### config.mk
export PLATFORM = sky130hd
export DESIGN_NAME = serial_frame_tx
export DESIGN_NICKNAME = d
export VERILOG_FILES = /design/src/rtl/sfx_pkg.sv /design/src/rtl/sfx_hold.sv /design/src/rtl/sfx_framer.sv /design/src/rtl/sfx_seq.sv /design/src/rtl/serial_frame_tx.sv
export SDC_FILE = /design/constraint.sdc
export NUM_CORES = 1
export LEC_CHECK = 0
export CORE_ASPECT_RATIO = 1.2
export CORE_UTILIZATION = 54
export DETAILED_ROUTE_END_ITERATION = 10
export GPL_TIMING_DRIVEN = 0
export PLACE_DENSITY = 0.77
export SYNTH_ARGS = -nofsm -noshare
export SYNTH_HDL_FRONTEND = slang
export SYNTH_SLANG_ARGS = --single-unit
### constraint.sdc
create_clock -name clk -period 3.9 [get_ports clk]
set_input_delay 0.78 -clock clk [delete_from_list [all_inputs] [get_ports clk]]
set_output_delay 0.78 -clock clk [all_outputs]
set_load 0.02 [all_outputs]
### src/rtl/sfx_pkg.sv
package sfx_pkg;

   typedef enum logic [1:0] {
      ST_OFF   = 2'd0,
      ST_IDLE  = 2'd1,
      ST_SHIFT = 2'd2,
      ST_STOP  = 2'd3
   } sfx_state_e;

   localparam logic [1:0] STOP_ONE     = 2'b00;
   localparam logic [1:0] STOP_RSVD    = 2'b01;
   localparam logic [1:0] STOP_TWO     = 2'b10;
   localparam logic [1:0] STOP_ONEHALF = 2'b11;

endpackage

### src/rtl/sfx_hold.sv
module sfx_hold #(
   parameter int DATA_W = 9
) (
   input  logic              clk,
   input  logic              rst_n,
   input  logic              wr_valid,
   input  logic [DATA_W-1:0] wr_data,
   input  logic              take,
   input  logic              clr_collide,
   output logic              full,
   output logic [DATA_W-1:0] data,
   output logic              collide
);

   logic accept;
   logic reject;

   assign accept = wr_valid && !full;
   assign reject = wr_valid && full;

   always_ff @(posedge clk or negedge rst_n) begin
      if (!rst_n) begin
         full    <= 1'b0;
         data    <= '0;
         collide <= 1'b0;
      end else begin
         if (accept) begin
            full <= 1'b1;
            data <= wr_data;
         end else if (take) begin
            full <= 1'b0;
         end
         if (reject) begin
            collide <= 1'b1;
         end else if (clr_collide) begin
            collide <= 1'b0;
         end
      end
   end

endmodule

### src/rtl/sfx_framer.sv
module sfx_framer
   import sfx_pkg::*;
#(
   parameter int DATA_W = 9,
   parameter int OSR    = 16,
   parameter int FW     = DATA_W + 1,
   parameter int TW     = $clog2(2 * OSR + 1),
   parameter int BCW    = $clog2(FW + 1)
) (
   input  logic [DATA_W-1:0] data,
   input  logic              word9,
   input  logic              par_en,
   input  logic              par_odd,
   input  logic [1:0]        stop_sel,
   output logic [FW-1:0]     frame,
   output logic [BCW-1:0]    nbits,
   output logic [TW-1:0]     stop_ticks
);

   localparam int HALF = OSR / 2;

   logic [BCW-1:0]    nword;
   logic [DATA_W-1:0] below_top;
   logic [DATA_W-1:0] at_top;
   logic [DATA_W-1:0] word_bits;
   logic              par_bit;

   assign nword = word9 ? BCW'(DATA_W) : BCW'(DATA_W - 1);
   assign nbits = nword + BCW'(1);

   for (genvar i = 0; i < DATA_W; i++) begin : g_pos
      assign below_top[i] = (BCW'(i + 1) < nword);
      assign at_top[i]    = (BCW'(i + 1) == nword);
      always_comb begin
         if (at_top[i] && par_en) begin
            word_bits[i] = par_bit;
         end else if (below_top[i] || at_top[i]) begin
            word_bits[i] = data[i];
         end else begin
            word_bits[i] = 1'b1;
         end
      end
   end

   assign par_bit = par_odd ^ (^(data & below_top));
   assign frame   = {word_bits, 1'b0};

   always_comb begin
      unique case (stop_sel)
         STOP_TWO:     stop_ticks = TW'(2 * OSR);
         STOP_ONEHALF: stop_ticks = TW'(OSR + HALF);
         STOP_RSVD:    stop_ticks = TW'(OSR);
         default:      stop_ticks = TW'(OSR);
      endcase
   end

endmodule

### src/rtl/sfx_seq.sv
module sfx_seq
   import sfx_pkg::*;
#(
   parameter int OSR = 16,
   parameter int FW  = 10,
   parameter int TW  = $clog2(2 * OSR + 1),
   parameter int BCW = $clog2(FW + 1)
) (
   input  logic           clk,
   input  logic           rst_n,
   input  logic           os_tick,
   input  logic           tx_en,
   input  logic           hold_full,
   input  logic [FW-1:0]  frame,
   input  logic [BCW-1:0] nbits,
   input  logic [TW-1:0]  stop_ticks,
   output logic           take,
   output logic           tx_line,
   output logic           tx_done
);

   sfx_state_e     state;
   logic [FW-1:0]  shreg;
   logic [TW-1:0]  tick_cnt;
   logic [BCW-1:0] bits_left;
   logic [TW-1:0]  stop_len;
   logic           bit_end;
   logic           stop_end;

   assign bit_end  = os_tick && (tick_cnt == TW'(OSR - 1));
   assign stop_end = os_tick && (tick_cnt == stop_len - TW'(1));
   assign take     = tx_en && hold_full &&
                     ((state == ST_IDLE) || ((state == ST_STOP) && stop_end));
   assign tx_line  = (state == ST_SHIFT) ? shreg[0] : 1'b1;

   always_ff @(posedge clk or negedge rst_n) begin
      if (!rst_n) begin
         state     <= ST_OFF;
         shreg     <= '1;
         tick_cnt  <= '0;
         bits_left <= '0;
         stop_len  <= TW'(OSR);
         tx_done   <= 1'b1;
      end else if (!tx_en) begin
         state    <= ST_OFF;
         shreg    <= '1;
         tick_cnt <= '0;
      end else if (take) begin
         state     <= ST_SHIFT;
         shreg     <= frame;
         tick_cnt  <= '0;
         bits_left <= nbits;
         stop_len  <= stop_ticks;
         tx_done   <= 1'b0;
      end else begin
         unique case (state)
            ST_OFF: begin
               state     <= ST_SHIFT;
               shreg     <= '1;
               tick_cnt  <= '0;
               bits_left <= nbits;
               stop_len  <= stop_ticks;
               tx_done   <= 1'b0;
            end
            ST_IDLE: begin
               tick_cnt <= '0;
            end
            ST_SHIFT: begin
               if (bit_end) begin
                  tick_cnt <= '0;
                  shreg    <= {1'b1, shreg[FW-1:1]};
                  if (bits_left == BCW'(1)) begin
                     state <= ST_STOP;
                  end else begin
                     bits_left <= bits_left - BCW'(1);
                  end
               end else if (os_tick) begin
                  tick_cnt <= tick_cnt + TW'(1);
               end
            end
            ST_STOP: begin
               if (stop_end) begin
                  tick_cnt <= '0;
                  state    <= ST_IDLE;
                  tx_done  <= 1'b1;
               end else if (os_tick) begin
                  tick_cnt <= tick_cnt + TW'(1);
               end
            end
            default: state <= ST_OFF;
         endcase
      end
   end

endmodule

### src/rtl/serial_frame_tx.sv
module serial_frame_tx #(
   parameter int DATA_W = 9,
   parameter int OSR    = 16
) (
   input  logic              clk,
   input  logic              rst_n,
   input  logic              os_tick,
   input  logic              tx_en,
   input  logic              word9,
   input  logic              par_en,
   input  logic              par_odd,
   input  logic [1:0]        stop_sel,
   input  logic              wr_valid,
   input  logic [DATA_W-1:0] wr_data,
   input  logic              clr_collide,
   output logic              tx_line,
   output logic              hold_empty,
   output logic              tx_done,
   output logic              wr_collide
);

   localparam int FW  = DATA_W + 1;
   localparam int TW  = $clog2(2 * OSR + 1);
   localparam int BCW = $clog2(FW + 1);

   if (DATA_W < 2) begin : g_bad_width
      $error("serial_frame_tx: DATA_W must be at least 2");
   end
   if ((OSR < 4) || ((OSR % 2) != 0)) begin : g_bad_osr
      $error("serial_frame_tx: OSR must be even and at least 4");
   end

   logic              hold_full;
   logic [DATA_W-1:0] hold_data;
   logic              take;
   logic [FW-1:0]     frame;
   logic [BCW-1:0]    nbits;
   logic [TW-1:0]     stop_ticks;

   sfx_hold #(.DATA_W(DATA_W)) u_hold (
      .clk         (clk),
      .rst_n       (rst_n),
      .wr_valid    (wr_valid),
      .wr_data     (wr_data),
      .take        (take),
      .clr_collide (clr_collide),
      .full        (hold_full),
      .data        (hold_data),
      .collide     (wr_collide)
   );

   sfx_framer #(
      .DATA_W (DATA_W),
      .OSR    (OSR),
      .FW     (FW),
      .TW     (TW),
      .BCW    (BCW)
   ) u_framer (
      .data       (hold_data),
      .word9      (word9),
      .par_en     (par_en),
      .par_odd    (par_odd),
      .stop_sel   (stop_sel),
      .frame      (frame),
      .nbits      (nbits),
      .stop_ticks (stop_ticks)
   );

   sfx_seq #(
      .OSR (OSR),
      .FW  (FW),
      .TW  (TW),
      .BCW (BCW)
   ) u_seq (
      .clk        (clk),
      .rst_n      (rst_n),
      .os_tick    (os_tick),
      .tx_en      (tx_en),
      .hold_full  (hold_full),
      .frame      (frame),
      .nbits      (nbits),
      .stop_ticks (stop_ticks),
      .take       (take),
      .tx_line    (tx_line),
      .tx_done    (tx_done)
   );

   assign hold_empty = !hold_full;

endmodule

# After elaboration in Yosys (flattened, before gate mapping)
# Cells that the tools add are included.
# word_totals
regBits,40
elab_cells,139
# op_classes
add_sub_neg,4
mux,50
n_bitwise,2
magnitude_cmp,9
eq_ne,25
n_reduce_logical,40
# ops
operator,count
two-way mux 6 bit,7
two-way mux 10 bit,3
two-way mux 1 bit,26
one-hot mux 10 bit (2 select lines),1
one-hot mux 6 bit (3 select lines),1
"== test 3 x 4 -> 1 bit, first input constant",4
logical AND 1 bit,16
"< comparator 3 x 4 -> 1 bit, first input constant",4
two-way mux 4 bit,3
one-hot mux 6 bit (2 select lines),1
logical OR 1 bit,10
two-way mux 2 bit,5
bitwise AND 9 bit,1
XOR reduction 9 bit,1
"== test 2 bit, second input constant",4
"== test 2 x 4 -> 1 bit, first input constant",2
"== test 4 bit, first input constant",2
"< comparator 2 x 4 -> 1 bit, first input constant",2
"< comparator 4 bit, first input constant",2
"inequality test 4 x 3 -> 1 bit, second input constant",2
one-hot mux 4 bit (2 select lines),1
AND reduction 4 bit,2
"adder 6 x 1 -> 6 bit, second input constant",1
"== test 6 x 4 -> 1 bit, second input constant",1
23 further kinds,28

# Logic depth before layout (Yosys ltp)
# Gate-level depths: netlist of run 1.
# logic_depth
depth_word,8
ltp_mapped,8
ltp_nobuf,7

# Modules after synthesis
# From an unflattened synthesis of run 1, not the netlist that was laid out.
# hier_totals
hier_cells,218
hier_area_um2,2324.7
# by_module_without_submodules
module,seq_area_each_um2,n_inst,area_each_um2,cells_per_inst
sfx_seq,740.7,1,1621.6,157
sfx_hold,275.3,1,451.7,27
sfx_framer,0.0,1,247.7,33
serial_frame_tx,0.0,1,3.8,1

# Worst setup path after synthesis of run 1
# Ideal clock, no wire load.
# synth_path
path_kind,reg2reg
from,register u_seq.stop_len[4]
to,register u_seq.stop_len[4]
setup_time_ns,0.082
t_required_ns,3.818
arrival_time_ns,2.147
setup_slack_ns,1.671
n_path_buf,1
synth_period_minus_slack_ns,2.229
path_stages_with_launch,9
cell_sequence,dfstp_2 inv_1 ha_1 xnor3_1 nand4_2 o21ai_0 and3_1 clkbuf_1 mux2_2
# synth_between
elab_chain_cells,8
# synth_lines
element,line_no,source
"start, declared",sfx_seq.sv:26,logic [TW-1:0] stop_len;
"start signal, assigned",sfx_seq.sv:42,stop_len <= TW'(OSR);
"start signal, assigned",sfx_seq.sv:53,stop_len <= stop_ticks;
"start signal, assigned",sfx_seq.sv:62,stop_len <= stop_ticks;
subtractor 6 x 1 -> 6 bit (*),sfx_seq.sv:31,assign stop_end = os_tick && (tick_cnt == stop_len - TW'(1));
== test 6 bit (*),sfx_seq.sv:31,
logical AND 1 bit (*),sfx_seq.sv:31,
logical AND 1 bit (*),sfx_seq.sv:33,((state == ST_IDLE) || ((state == ST_STOP) && stop_end));
logical OR 1 bit (*),sfx_seq.sv:33,
logical AND 1 bit (*),sfx_seq.sv:32,assign take = tx_en && hold_full &&
nonzero test 2 bit (no line),-,
AND reduction 2 bit (no line),-,
# Mark *: on every way between the ends. The rest lies on a longest branch, timed or not.
# A chain may end at the register's enable or synchronous reset.

# Worst setup path in the final report of run 1
# layout_path
from,input port os_tick
to,register u_seq.shreg[1]
# layout_between
elab_chain_cells,6
# layout_lines
element,line_no,source
"start, declared",serial_frame_tx.sv:7,"input logic os_tick,"
logical AND 1 bit,sfx_seq.sv:31,
logical AND 1 bit,sfx_seq.sv:33,
logical OR 1 bit,sfx_seq.sv:33,
logical AND 1 bit,sfx_seq.sv:32,
inequality test 4 x 3 -> 1 bit (no line) (tied with other cells),-,
AND reduction 2 bit (no line) / two-way mux 10 bit (equally long branches),-,
"end signal, assigned",sfx_seq.sv:50,shreg <= frame;
"end signal, assigned",sfx_seq.sv:71,"shreg <= {1'b1, shreg[FW-1:1]};"
"end, declared",sfx_seq.sv:23,logic [FW-1:0] shreg;
# Parallel ways exist; a longest one is shown, timed or not.

==> reports/metrics.yaml, run 1 <==
outcome: "finished clean"
r2r_setup_slack_ns: 1.51
cts.path.max_buffers: 2
grt_pass1_wl_um: 7355
ctsHoldBuffers: 0
synth_warnings: 0
overflow: 0
synthArstFlopShare_pct: 100.0
slowest_stage: "clkdlybuf4s50_1"
crit_type: "primary input to flop"
rsz0062_at_grt: "false"
p_leak_nw: 1.039
hold_viol: 0
antenna_cells: 0
power_density_nw_per_um2: 366.6
grt_usage_pct: 23.92
final_nets: 269
grt_max_degree: 38
period_needed_ns: 2.642
r2r_cells: 8
ios: 24
fin_crit_sh_pct: 67.75
cts_made_buffers: 5
core_um2: 3633
hold_depth: 1
placed_area_um2: 2355
cts_resized: 0
dp_worst_setup_slack_ns: 0.9434
fp.dieW_um: 58.45
die_h_um: 69.74
cts_tree: "yes"
setup-tns-final_ns: 0
fp-row-count: 24
vias: 1676
root_buffer: "clkbuf_8"
synth_cells: 215
grt_pass1_vias: 1709
worstHoldStart: "u_seq.tx_done$_DFFE_PN1P_"
crit_path_end_kind: "flop"
portBuffers: 23
cts.clk_slew.worst_paths_ns: 0.07
synth_edf_count: 0
clock_latency_ns: 0.29
antenna_found_initial: 0
fp.dieArea_um2: 4076
drc_errors: 0
setup_viol: 0
hold_class: "flop to flop"
path_max_fanout: 10
ys_seq_area_share_pct: 45.58
syn_area_per_cell_um2: 9.602
syn-num-nets: 239
r2r_end: "u_seq.stop_len[4]$_DFFE_PN1P_"
start_kind: "primary input"
gp_congestion: 0.8660
critPathMaxStageDelay_ns: 0.59
dp_hpwl_um: 3085
wl_per_cell_um: 14.11
synth_flop_cell: "dfrtp_1"
clock_sinks: 37
postLayoutSetupSlackWorst_ns: 1.258
antenna_left: 0
synth.cell_area_um2: 2064
slew_violations: 0
design_area_um2: 2437
cts_htree_levels: 2
initial_utilization_pct: 56.82
routed_wl_um: 4206
synth.distinct_cells: 45
post_cts_buffers: 0
cp.arrival_ns: 2.87
drt_iter0_drc: 45
first_pass_iters: 4
min_to: "u_seq.tx_done$_DFFE_PN1P_"
syn2layout_area_growth_pct: 18.06
drt-vias-per-instance: 5.624
startpoint: "os_tick"
rr_startpoint: "u_seq.stop_len[4]$_DFFE_PN1P_"
ys_ff_latch: 37
layout_commonest_cell: "dfrtp_1"
layout_common_cells: "25 x dfrtp_1, 22 x clkdlybuf4s50_1, 20 x nand2_1"
fmax_mhz: 378.5
fin_skew_ns: 0.003360
cap_violations: 0
worst_ep_required_time_ns: 4.12
crit_chain: "clkdlybuf4s50_1, nand4_1, or3_1, clkbuf_1, nor4_1, o21ai_0, a221o_1"
slew-limit-headroom_pct: 46.58
worst_pin_slew_ns: 0.8014
ir_drop_mv: 0.2375
whs_ns: 0.5015
layout-drive-gt1-share_pct: 13.41
per-layer routing:
layer / track usage, % / part of all wire [%] / vias to the layer above
met1: 27.42 / 40 / 804
met5: 0 / 0 / -
li1: - / - / 810
met3: 5.410 / 4.2 / 15
met2: 40.10 / 52 / 47
met4: 13.49 / 3.7 / 0
worst max path at each step:
stage | endpoint | slack [ns]
final | u_seq.shreg[1]$_DFFE_PN1P_ | 1.26
after CTS | u_seq.shreg[1]$_DFFE_PN1P_ | 1.25
after global routing | u_seq.shreg[1]$_DFFE_PN1P_ | 1.10
after global placement | u_seq.shreg[1]$_DFFE_PN1P_ | 0.97
after floorplan | u_seq.stop_len[4]$_DFFE_PN1P_ | 1.67
after detailed placement | u_seq.shreg[1]$_DFFE_PN1P_ | 0.94
cell type report:
type / instances / area, µm²
fillers: 319 / 1196
multi-input cells: 147 / 997.2
flip-flops and latches: 37 / 940.9
repair buffers: 23 / 225.2
inverters: 20 / 75.07
clock buffers: 6 / 72.57
well taps: 52 / 65.06
plain buffers: 11 / 51.30
clock inverters: 2 / 10.01
flip-flops by register name (all words and copies together) (netlist names):
name and count:
u_seq.shreg 10, u_hold.data 9, u_seq.tick_cnt 6, u_seq.bits_left 4, u_seq.stop_len 3, u_seq.state 2, u_hold.collide 1, u_hold.full 1
u_seq.tx_done 1
cell usage after synthesis, types with 2 or more instances:
cell type,number,area [µm²]
a21oi_1,4,20.02
a31oi_1,9,56.30
and3_1,2,12.51
buf_2,2,10.01
clkbuf_1,8,30.03
dfrtp_1,25,625.6
dfstp_2,12,315.3
ha_1,4,50.05
inv_1,19,71.32
mux2_2,5,56.30
mux2i_1,10,100.1
nand2_1,20,75.07
nand2b_1,4,25.02
nand3_1,2,10.01
nand4_1,2,12.51
nor2_1,18,67.56
nor2b_1,2,12.51
nor3_1,6,30.03
nor4_1,3,18.77
o21ai_0,11,55.05
o22ai_1,6,37.54
o2bb2ai_1,2,17.52
o31ai_1,3,22.52
or3_1,2,12.51
or4_1,2,15.01
xnor2_1,9,78.83
xor2_1,5,43.79
logic make-up after synthesis:
logic type | count (synthesis) | synth area share (%)
compound gates | 47 | 15.88
xor+xnor | 15 | 7.030
fa+ha+maj | 4 | 2.424
buf+inv | 31 | 6.121
flops | 37 | 45.58
mux | 15 | 7.576
simple gates | 66 | 15.39
critical path: cells and delay by family:
kind	cells	cell delay [ns]
AOI/OAI and AO/OA	2	0.42
buffers and inverters	2	0.83
and+or+nand+nor	3	0.84
per-stage QoR:
stage                     power, mW  utilization (%)  instances
after detailed placement     0.6403            64.81        290
after CTS                    0.9034            67.08        298
final                        0.8935            67.08        298
after global routing         0.9448            67.08        298
after floorplan              0.5763                -        215
after global placement       0.6325            64.94        290
where the power goes:
part           switching (mW)  leakage (nW)  internal [mW]
combinational          0.0915         0.558         0.0918
sequential             0.0282         0.435          0.422
clock                   0.137        0.0450          0.124
total                   0.256          1.04          0.637
Note: power is estimated with default switching activity, not from simulation.
==> inputs of run 2 (changes only) <==
==> constraint.sdc (replaced) <==
create_clock -name clk -period 2.5 [get_ports clk]
set_input_delay 0.5 -clock clk [delete_from_list [all_inputs] [get_ports clk]]
set_output_delay 0.5 -clock clk [all_outputs]
set_load 0.02 [all_outputs]
==> reports/metrics.yaml, run 2 (synthesis gave the netlist of run 1 again) <==
antenna_found_initial: 0
placed_area_um2: 2355
worst_ep_required_time_ns: 2.73
initial_utilization_pct: 56.82
grt_pass1_vias: 1709
slew-limit-headroom_pct: 46.62
worst_pin_slew_ns: 0.8007
clkPwrFrac_pct: 29.2
layout-drive-gt1-share_pct: 13.77
grt_usage_pct: 23.92
dp_hpwl_um: 3085
fmax_mhz: 427.7
p_comb_share_pct: 20.5
hold_viol: 0
fillCellCount: 317
path_max_fanout: 10
grt_pass1_wl_um: 7355
setup_viol: 0
cts.path.max_buffers: 2
slew_violations: 0
setup-tns-final_ns: 0
cts_htree_levels: 2
top_register: "u_seq.shreg"
ios: 24
die_h_um: 69.74
drt_iter0_drc: 52
final_nets: 270
cts_made_buffers: 5
r2r_end: "u_seq.stop_len[4]$_DFFE_PN1P_"
core_um2: 3633
hold_class: "primary input to asynchronous set/reset pin"
cts.clk_slew.worst_paths_ns: 0.07
crit_path_end_kind: "flop"
antenna_left: 0
clock_sinks: 37
r2r_setup_slack_ns: 0.17
power_density_nw_per_um2: 571.0
p_leak_nw: 1.042
drc_errors: 0
drt-vias-per-instance: 5.629
r2r_cells: 8
outcome: "finished clean"
design_area_um2: 2445
reg_top3: "u_seq.shreg: 10 flops, u_hold.data: 9 flops, u_seq.tick_cnt: 6 flops"
rr_startpoint: "u_seq.stop_len[4]$_DFFE_PN1P_"
power_frac_seq_pct: 50.3
ir_drop_mv: 0.3708
crit_type: "primary input to flop"
period_needed_ns: 2.338
overflow: 0
gp_congestion: 0.8660
cap_violations: 0
fin_skew_ns: 0.005354
switchingPower_mw: 0.4020
fp.dieW_um: 58.45
ctsHoldBuffers: 0
fin_crit_sh_pct: 93.53
internal_power_mw: 0.9940
first_pass_iters: 4
clock_latency_ns: 0.30
wl_per_cell_um: 14.16
vias: 1683
start_kind: "primary input"
routed_wl_um: 4233
fp-row-count: 24
cts_tree: "yes"
root_buffer: "clkbuf_8"
antenna_cells: 0
fp.dieArea_um2: 4076
largest_reg_flops: 10
p_sw_share_pct: 28.80
layout_commonest_cell: "dfrtp_1"
cp.arrival_ns: 2.56
portBuffers: 23
grt_max_degree: 38
layout_common_cells: "25 x dfrtp_1, 22 x clkdlybuf4s50_1, 20 x nand2_1"
syn2layout_area_growth_pct: 18.42
run 2: changes by cell type in the layout (fill, tap and decap cells not counted), sizes merged:
cell and change:
buf +1
run 2: timing repair:
| action | in CTS | in global routing |
|---|---|---|
| endpoints found under the setup margin | 0 | 2 |
| buffers inserted | 0 | 1 |
| resized for setup | 0 | 1 |
run 2: layer usage:
layer | wire [µm] | track usage (%) | up-vias
met1 | 1737 | 27.42 | 815
met2 | 2153 | 40.10 | 43
met3 | 181 | 5.410 | 15
li1 | - | - | 810
met4 | 161 | 13.49 | 0
met5 | 0 | 0 | -
run 2: critical path, cell delays in order:
cell             delay, ns
clkdlybuf4s50_1       0.59
nand4_1               0.23
or3_1                 0.35
clkbuf_1              0.24
nor4_1                0.22
o21ai_0               0.11
a221o_1               0.31
run 2: final cells by class:
| type | instances | area [µm²] | share of cell area, % |
|---|---|---|---|
| Clock inverter | 2 | 10.01 | 0.4094 |
| Inverter | 20 | 75.07 | 3.071 |
| Sequential cell | 37 | 940.9 | 38.49 |
| Buffer | 11 | 51.30 | 2.098 |
| Multi-Input combinational cell | 147 | 997.2 | 40.79 |
| Timing Repair Buffer | 24 | 232.7 | 9.519 |
| Tap cell | 52 | 65.06 | 2.661 |
| Clock buffer | 6 | 72.57 | 2.968 |
run 2: through the flow:
stage               setup WS [ns]  hold WS, ns  std cells  util, %  total power, mW
floorplan                  0.2709       0.2044        215        -           0.8991
global placement          -0.1518       0.4921        290    64.94           0.9866
detailed placement        -0.1766       0.4920        290    64.81           0.9988
CTS                       0.09297       0.3229        298    67.08            1.409
global route             -0.01382       0.3760        299    67.29            1.474
finish                     0.1618       0.2845        299    67.29            1.396
run 2: worst max-delay path by stage:
stage | startpoint | endpoint | depth (start not counted)
3_5_place_dp | os_tick | u_seq.shreg[1]$_DFFE_PN1P_ | 7
4_1_cts | u_seq.stop_len[4]$_DFFE_PN1P_ | u_seq.stop_len[4]$_DFFE_PN1P_ | 8
2_1_floorplan | u_seq.stop_len[4]$_DFFE_PN1P_ | u_seq.stop_len[4]$_DFFE_PN1P_ | 8
6_report | os_tick | u_seq.shreg[1]$_DFFE_PN1P_ | 7
5_1_grt | os_tick | u_seq.shreg[1]$_DFFE_PN1P_ | 7
3_3_place_gp | os_tick | u_seq.shreg[1]$_DFFE_PN1P_ | 7
run 2: power groups by stage:
stage | combinational, mW | clock, mW | sequential [mW]
final | 0.286 | 0.408 | 0.702
after global routing | 0.321 | 0.443 | 0.709
after CTS | 0.289 | 0.419 | 0.701
after detailed placement | 0.288 | 0 | 0.711
after global placement | 0.278 | 0 | 0.709
after floorplan | 0.199 | 0 | 0.700
